`config.mk`:
```
export PLATFORM = sky130hd
export DESIGN_NAME = hts_htiming
export DESIGN_NICKNAME = d
export VERILOG_FILES = /design/src/rtl/hts_pkg.sv /design/src/rtl/hts_counter.sv /design/src/rtl/hts_window.sv /design/src/rtl/hts_skew.sv /design/src/rtl/hts_htiming.sv
export SDC_FILE = /design/constraint.sdc
export NUM_CORES = 1
export LEC_CHECK = 0
export BUFFER_PORTS_ARGS = -buffer_cell sky130_fd_sc_hd__buf_2
export CORE_MARGIN = 1
export CORE_UTILIZATION = 57
export CTS_CLUSTER_DIAMETER = 30
export DETAILED_ROUTE_END_ITERATION = 10
export PLACE_DENSITY = 0.84
export SYNTH_ARGS = -nofsm -noshare
export SYNTH_HDL_FRONTEND = slang
export SYNTH_SLANG_ARGS = --single-unit
```
`constraint.sdc`:
```
create_clock -name clk -period 4.2 [get_ports clk]
set_clock_uncertainty 0.2 [all_clocks]
set_input_delay 0.84 -clock clk [delete_from_list [all_inputs] [get_ports clk]]
set_output_delay 0.84 -clock clk [all_outputs]
set_load 0.005 [all_outputs]
```
`src/rtl/hts_pkg.sv`:
```
package hts_pkg;
   // default geometry of the block
   localparam int HTS_REG_W    = 8;
   localparam int HTS_CNT_W    = 9;
   localparam int HTS_EXTRA    = 5;
   localparam int HTS_BEND_W   = 6;
   localparam int HTS_SEND_W   = 5;
   localparam int HTS_MAX_SKEW = 3;

   function automatic int hts_sel_w(input int max_skew);
      return (max_skew < 1) ? 1 : $clog2(max_skew + 1);
   endfunction
endpackage

```
`src/rtl/hts_counter.sv`:
```
module hts_counter #(
   parameter int CW    = 9,
   parameter int RW    = 8,
   parameter int EXTRA = 5
) (
   input  logic          clk,
   input  logic          rst_n,
   input  logic          adv,
   input  logic [RW-1:0] total,
   output logic [CW-1:0] cnt_o,
   output logic [CW-1:0] nxt_o,
   output logic          line_end_o
);
   localparam int PADW = CW - RW;
   localparam logic [CW-1:0] TAIL = CW'(EXTRA - 1);

   logic [CW-1:0] last_cnt;
   logic          wrap;
   logic [CW-1:0] cnt_q;
   logic          le_q;

   assign last_cnt = {{PADW{1'b0}}, total} + TAIL;
   assign wrap     = (cnt_q == last_cnt);
   assign nxt_o    = wrap ? '0 : cnt_q + 1'b1;

   always_ff @(posedge clk or negedge rst_n) begin
      if (!rst_n) begin
         cnt_q <= '0;
         le_q  <= 1'b0;
      end else if (adv) begin
         cnt_q <= nxt_o;
         le_q  <= wrap;
      end
   end

   assign cnt_o      = cnt_q;
   assign line_end_o = le_q;
endmodule

```
`src/rtl/hts_window.sv`:
```
module hts_window #(
   parameter int CW = 9,
   parameter int MW = 6
) (
   input  logic          clk,
   input  logic          rst_n,
   input  logic          adv,
   input  logic [CW-1:0] nxt,
   input  logic [CW-1:0] start,
   input  logic [MW-1:0] stop,
   output logic          active_o
);
   logic act_q;

   always_ff @(posedge clk or negedge rst_n) begin
      if (!rst_n) begin
         act_q <= 1'b0;
      end else if (adv) begin
         if (!act_q && (nxt == start)) begin
            act_q <= 1'b1;
         end else if (act_q && (nxt[MW-1:0] == stop)) begin
            act_q <= 1'b0;
         end
      end
   end

   assign active_o = act_q;
endmodule

```
`src/rtl/hts_skew.sv`:
```
module hts_skew #(
   parameter int MAX_SKEW = 3,
   parameter int SKW      = 2
) (
   input  logic           clk,
   input  logic           rst_n,
   input  logic           adv,
   input  logic           din,
   input  logic [SKW-1:0] sel,
   output logic           dout
);
   generate
      if (MAX_SKEW == 0) begin : g_direct
         assign dout = din;
      end else begin : g_pipe
         logic [MAX_SKEW:1] pipe_q;
         logic [MAX_SKEW:0] taps;

         assign taps = {pipe_q, din};

         always_ff @(posedge clk or negedge rst_n) begin
            if (!rst_n) begin
               pipe_q <= '0;
            end else if (adv) begin
               pipe_q <= taps[MAX_SKEW-1:0];
            end
         end

         assign dout = (int'(sel) > MAX_SKEW) ? taps[MAX_SKEW] : taps[sel];
      end
   endgenerate
endmodule

```
`src/rtl/hts_htiming.sv`:
```
module hts_htiming
   import hts_pkg::*;
#(
   parameter int RW       = HTS_REG_W,
   parameter int CW       = HTS_CNT_W,
   parameter int EXTRA    = HTS_EXTRA,
   parameter int BEW      = HTS_BEND_W,
   parameter int SEW      = HTS_SEND_W,
   parameter int MAX_SKEW = HTS_MAX_SKEW,
   parameter int SKW      = hts_sel_w(HTS_MAX_SKEW)
) (
   input  logic           clk,
   input  logic           rst_n,
   input  logic           chr_en,
   input  logic [RW-1:0]  total_i,
   input  logic [RW-1:0]  disp_end_i,
   input  logic [RW-1:0]  blank_start_i,
   input  logic [BEW-1:0] blank_end_i,
   input  logic [RW-1:0]  sync_start_i,
   input  logic [SEW-1:0] sync_end_i,
   input  logic [SKW-1:0] de_skew_i,
   input  logic [SKW-1:0] sync_skew_i,
   input  logic           sync_on_i,
   output logic [CW-1:0]  count_o,
   output logic           disp_en_o,
   output logic           hblank_o,
   output logic           hsync_o,
   output logic           line_end_o
);
   localparam int PADW = CW - RW;

   // elaboration-time parameter checks
   generate
      if ((2 ** CW) < (2 ** RW + EXTRA - 1)) begin : g_bad_cw
         $error("hts_htiming: CW too narrow for longest line");
      end
      if (CW <= RW) begin : g_bad_pad
         $error("hts_htiming: CW must exceed RW");
      end
      if (EXTRA < 1) begin : g_bad_extra
         $error("hts_htiming: EXTRA must be at least 1");
      end
      if ((BEW > CW) || (SEW > CW) || (BEW < 1) || (SEW < 1)) begin : g_bad_match
         $error("hts_htiming: end-code widths out of range");
      end
      if ((MAX_SKEW < 0) || (SKW < hts_sel_w(MAX_SKEW)) || (SKW > CW)) begin : g_bad_skew
         $error("hts_htiming: skew select width inconsistent");
      end
   endgenerate

   logic [CW-1:0] cnt;
   logic [CW-1:0] nxt;
   logic [CW-1:0] blank_at;
   logic [CW-1:0] sync_at;
   logic          de_raw;
   logic          sync_state;

   hts_counter #(.CW(CW), .RW(RW), .EXTRA(EXTRA)) u_cnt (
      .clk        (clk),
      .rst_n      (rst_n),
      .adv        (chr_en),
      .total      (total_i),
      .cnt_o      (cnt),
      .nxt_o      (nxt),
      .line_end_o (line_end_o)
   );

   assign de_raw = (cnt <= {{PADW{1'b0}}, disp_end_i});

   hts_skew #(.MAX_SKEW(MAX_SKEW), .SKW(SKW)) u_de_skew (
      .clk   (clk),
      .rst_n (rst_n),
      .adv   (chr_en),
      .din   (de_raw),
      .sel   (de_skew_i),
      .dout  (disp_en_o)
   );

   assign blank_at = {{PADW{1'b0}}, blank_start_i};
   assign sync_at  = {{PADW{1'b0}}, sync_start_i} + CW'(sync_skew_i);

   hts_window #(.CW(CW), .MW(BEW)) u_blank (
      .clk      (clk),
      .rst_n    (rst_n),
      .adv      (chr_en),
      .nxt      (nxt),
      .start    (blank_at),
      .stop     (blank_end_i),
      .active_o (hblank_o)
   );

   hts_window #(.CW(CW), .MW(SEW)) u_sync (
      .clk      (clk),
      .rst_n    (rst_n),
      .adv      (chr_en),
      .nxt      (nxt),
      .start    (sync_at),
      .stop     (sync_end_i),
      .active_o (sync_state)
   );

   assign hsync_o = sync_state & sync_on_i;
   assign count_o = cnt;
endmodule

```
# Yosys cells after proc, flatten, opt, wreduce, memory -nomap -nowiden
# Cells that the tools add are included.
# classes
addsub,3
order_cmp,2
eq_ne,5
mux,7
bitwise,1
n_reduce_logical,10
# op_table
cell,n
9-bit == test,2
8-bit by 2-bit adder with 9-bit output,1
8-bit by 3-bit adder with 9-bit output (second input constant),1
9-bit by 1-bit adder with 9-bit output (second input constant),1
9-bit by 8-bit == test with 1-bit output,1
9-bit by 8-bit <= comparator with 1-bit output,1
9-bit two-way mux,1
6-bit == test,1
5-bit == test,1
1-bit two-way mux,5
1-bit logical AND,4
2-bit AND reduction,2
2-bit nonzero test,2
2-bit by 3-bit < comparator with 1-bit output (second input constant),1
1-bit binary-select mux with 2-bit select,1
1-bit zero test,2
1-bit AND,1
# totals
regBits,15
input_bits,51
word_cells,33

# Longest topological paths before layout
# depth
ltp_word,7
ltp_mapped,11
ltp_nobuf,10

# Cells and area by module
# A second synthesis with hierarchy kept.
# hier_totals
cells_unflattened,217
hier_area_um2,1904.3
# by_module_without_submodules
module,instances,cells_per_inst,area_each_um2
hts_counter,1,114,973.4
hts_htiming,1,52,400.4
hts_window at u_blank,1,22,203.9
hts_window at u_sync,1,22,195.2
hts_skew,1,7,131.4

# Worst setup path before layout
# Ideal clock, no wire load.
# synth_timing
path_kind,input port to output port
from,input port disp_end_i[2]
to,output port disp_en_o
arrival_time_ns,2.356
required_time_ns,3.160
setup_slack_ns,0.804
path_stages,10
cell_sequence,inv_1 > ha_1 > nand4_1 > nor2_1 > nor2_1 > a21boi_0 > o21ai_0 > a221oi_1 > nor2_1 > mux4_2
# synth_between
elab_chain_len,3
# synth_rtl
item,line,source
"start, declared",hts_htiming.sv:16,"input logic [RW-1:0] disp_end_i,"
9-bit by 8-bit <= comparator with 1-bit output,hts_htiming.sv:68,"assign de_raw = (cnt <= {{PADW{1'b0}}, disp_end_i});"
1-bit binary-select mux with 2-bit select,hts_skew.sv:29,assign dout = (int'(sel) > MAX_SKEW) ? taps[MAX_SKEW] : taps[sel];
1-bit two-way mux (implied by the code),hts_skew.sv:29,
"end, declared",hts_htiming.sv:25,"output logic disp_en_o,"
# Every way passes these cells. The select of a mux whose other input is x is not followed.

# Worst setup path in the final report
# Same ends and word-level chain as after synthesis.

==> metrics.md <==
| Metric | Value |
|---|---|
| Worst-Margin Slew | `roughly 0.72 ns` |
| # setup viols final | `0` |
| Synth async-reset ratio | `100%` |
| WP data arrival | `2.74 ns` |
| Max-capacitance violation count | `0` |
| Top-Level Pins | `64` |
| Area delta synth->final | `17.4%` |
| Reg2Reg Setup Slack | `1.32 ns` |
| Hold_buf cts | `0` |
| Worst path depth | `12` |
| Slew HR | `52.0%` |
| Drt first-iter violations | `between 100 and 150` |
| Layout cells sized above 1 | `~26%` |
| Diodes inserted | `0` |
| Number of remaining DRC errors | `0` |
| Ys flop type | `dfrtp_1` |
| Post-CTS setup buffer count | `0` |
| Cts bufs inserted | `3` |
| Pin count of the biggest net entering global routing | `24` |
| FF-to-FF End | `u_blank.active_o` |
| CP cell instances | `buf_2 -> inv_1 -> ha_1 -> a21oi_1 -> nor2b_1 -> o21ai_0 -> a21boi_0 -> o21ai_0 -> a221oi_1 -> nor2_1 -> mux4_2 -> buf_2` |
| WL final | `about 5.4 mm` |
| PD cells | `470 nW/um^2` |
| Final HPWL DP | `between 4 and 5 mm` |
| Post-synthesis register bit count | `15` |
| Crit-path leading delay family | `compound AO/OA/AOI/OAI gates` |
| Max Slew Vio Count | `0` |
| Crit Path Category | `in -> out` |
| Die height | `about 63 um` |
| Die width | `63.2 um` |
| Startpoint Class | `primary input` |
| Peak Freq | `0.264 GHz` |
| GRT Total Usage | `between 20% and 30%` |
| Nets | `392` |
| Die area | `approximately 4000 um^2` |
| Hold WC Path Type | `in -> async` |
| Status | `complete, no violations` |
| Syn nets | `335` |
| Row count | `21` |
| Drt pass-1 iters | `4` |
| Root Driver | `clkbuf_8` |
| Initial antenna violation count | `0` |
| Core area | `approximately 3500 um^2` |
| Via count | `2228` |
| Worst Path Required | `around 3.2 ns` |
| Vias in the first global route | `roughly 2000` |
| Synth cell types | `between 50 and 60` |
| Fin crit period | `between 3 and 4 ns` |
| Storage cell area | `~380 um^2` |
| Fillcell total | `about 290` |
| Mean post-synth cell area | `7.88 um^2` |
| Number of gates resized after CTS | `0` |
| Gr ovfl total | `0` |
| # clock sinks | `15` |
| Worst reg2reg path depth | `9` |
| CTS tree | `yes` |
| RD Place Congestion | `0.816` |
| Mapped Area | `between 2000 and 2500 um^2` |
| Pre-CTS setup slack | `0.403 ns` |
| Routed Antenna Nets | `0` |
| Synthesis Warnings | `0` |
| Tcrit/Tclk final | `between 90% and 100%` |
| CP max stage cell | `mux4_2` |
| Largest stage delay, worst path | `roughly 0.46 ns` |
| Post-synthesis sequential area ratio | `17.6%` |
| Worst R2R Start | `u_cnt.cnt_o[7]` |
| Leak pwr | `between 1 and 1.5 nW` |
| Post-synth EDFFs | `0` |
| CTS H-tree depth | `1` |
| Setup crit end kind | `primary output` |
| Routed wire length per instance | `between 10 and 15 um` |
| Clock transition at the registers of the reported paths | `approximately 0.060 ns` |
| PortBufs | `63` |
| Multi-input combinational cell area | `1620 um^2` |
| First-pass GRT wire length | `around 9 mm` |
| Initial Utilization | `61.6%` |
| Via density | `between 5 and 6` |
| Total negative slack | `0 ns` |
| Mapped Cells | `approximately 270` |
| RSZ-0062 raised after global routing | `false` |
| VDD IR max | `around 250 uV` |
| WP buf/inv | `3` |
| Hold Violations, Final | `0` |
| Crit Path Max Fanout | `2` |
| PnR worst setup slack | `~0.42 ns` |
| Deepest clock path buffer count | `2` |
| Later-pin clock latency in the skew report | `~0.25 ns` |
[through the flow]
step | instance area [um^2] | utilization [%] | hold WS (ns) | std cells | total power [mW]
after detailed placement | 2460 | 71.0 | 0.294 | 369 | 1.05
after global routing | 2510 | 72.3 | 0.305 | 373 | 1.29
after global placement | 2460 | 71.0 | 0.290 | 369 | 1.02
after CTS | 2510 | 72.3 | 0.296 | 373 | 1.17
after floorplan | 2140 | - | 0.275 | 271 | 0.840
final | 2510 | 72.3 | 0.293 | 373 | 1.18
[worst max-delay path by stage]
stage                  startpoint        end  slack [ns]
floorplan           disp_end_i[2]  disp_en_o        0.80
global placement    disp_end_i[3]  disp_en_o        0.49
detailed placement  disp_end_i[2]  disp_en_o        0.40
CTS                 disp_end_i[2]  disp_en_o        0.40
global route        disp_end_i[2]  disp_en_o        0.26
finish              disp_end_i[2]  disp_en_o        0.42
[placed cells by master, fill, tap and decap left out, drive strengths merged, types with 10 or more instances in the layout]
| cell type | synthesis | final |
|---|---|---|
| dfrtp | 15 | 15 |
| inv | 16 | 16 |
| nand2 | 17 | 17 |
| nor2 | 24 | 24 |
| o21ai | 18 | 18 |
| nand3 | 20 | 20 |
| a21oi | 11 | 11 |
| xnor2 | 28 | 28 |
| xor2 | 10 | 10 |
| buf | 7 | 66 |
| ha | 12 | 12 |
[cell type report]
class,instances,area share (%)
multi-input combinational,224,64.7
sequential,15,15.0
inverter,18,2.69
clock buffer,3,1.65
timing repair buffer,66,13.5
tap,46,2.30
clock inverter,1,0.200
[synthesized netlist by cell type, types with 3 or more instances]
master	n	area, um^2
clkbuf_1	7	26.3
inv_1	16	60.1
dfrtp_1	15	375
nand3_1	19	95.1
buf_2	5	25.0
xor2_1	9	78.8
nand2_1	17	63.8
o2bb2ai_1	4	35.0
mux2_2	4	45.0
and4_1	3	26.3
and3_1	7	43.8
xnor2_1	27	236
nor4b_1	6	52.6
o21ai_0	17	85.1
nor2b_1	3	18.8
a31oi_1	7	43.8
nor3_1	3	15.0
a21oi_1	10	50.1
o32ai_1	3	26.3
ha_1	12	150
and2_1	4	25.0
o31ai_1	3	22.5
nand4_1	8	50.1
nor2_1	24	90.1
[layer usage]
metal / wire length, um / GRT usage [%] / share of wire (%)
met3: 421 / 3.08 / 7.8
met1: 2290 / 37.5 / 43
met5: 0 / 0 / 0
met4: 85 / 7.10 / 1.6
met2: 2590 / 47.8 / 48
[report_power, final]
| group | total (mW) | leakage (nW) | switching [mW] | internal (mW) |
|---|---|---|---|---|
| clock | 0.120 | 0.0255 | 0.0545 | 0.0658 |
| combinational | 0.746 | 0.891 | 0.392 | 0.354 |
| sequential | 0.312 | 0.176 | 0.117 | 0.195 |
[state kept, by name, summed over array words and instances (netlist names)]
name	flops
u_blank.active_o	1
u_cnt.line_end_o	1
u_de_skew.g_pipe.pipe_q	3
u_sync.active_o	1
u_cnt.cnt_o	9
[kinds of logic (layout without fill, tap and decap cells)]
group	count (synthesis)	in the layout	synth area share, %
adder cells (fa/ha/maj)	13	13	7.97
AO/OA/AOI/OAI	67	67	22.1
multiplexers	6	6	3.63
flip-flops	15	15	17.6
AND/OR/NAND/NOR	100	100	25.5
buffers and inverters	32	88	6.44
XOR/XNOR	38	38	16.8
[worst register-to-register path: stages (launching register included)]
cell and delay, ns:
dfrtp_1 0.67, xnor2_1 0.21, a21oi_1 0.10, nor4b_4 0.34
and3_1 0.46, buf_4 0.26, nor2_1 0.07, o32ai_1 0.26
nand4_1 0.16, nand3_1 0.10
(Power assumes the default switching activity.)
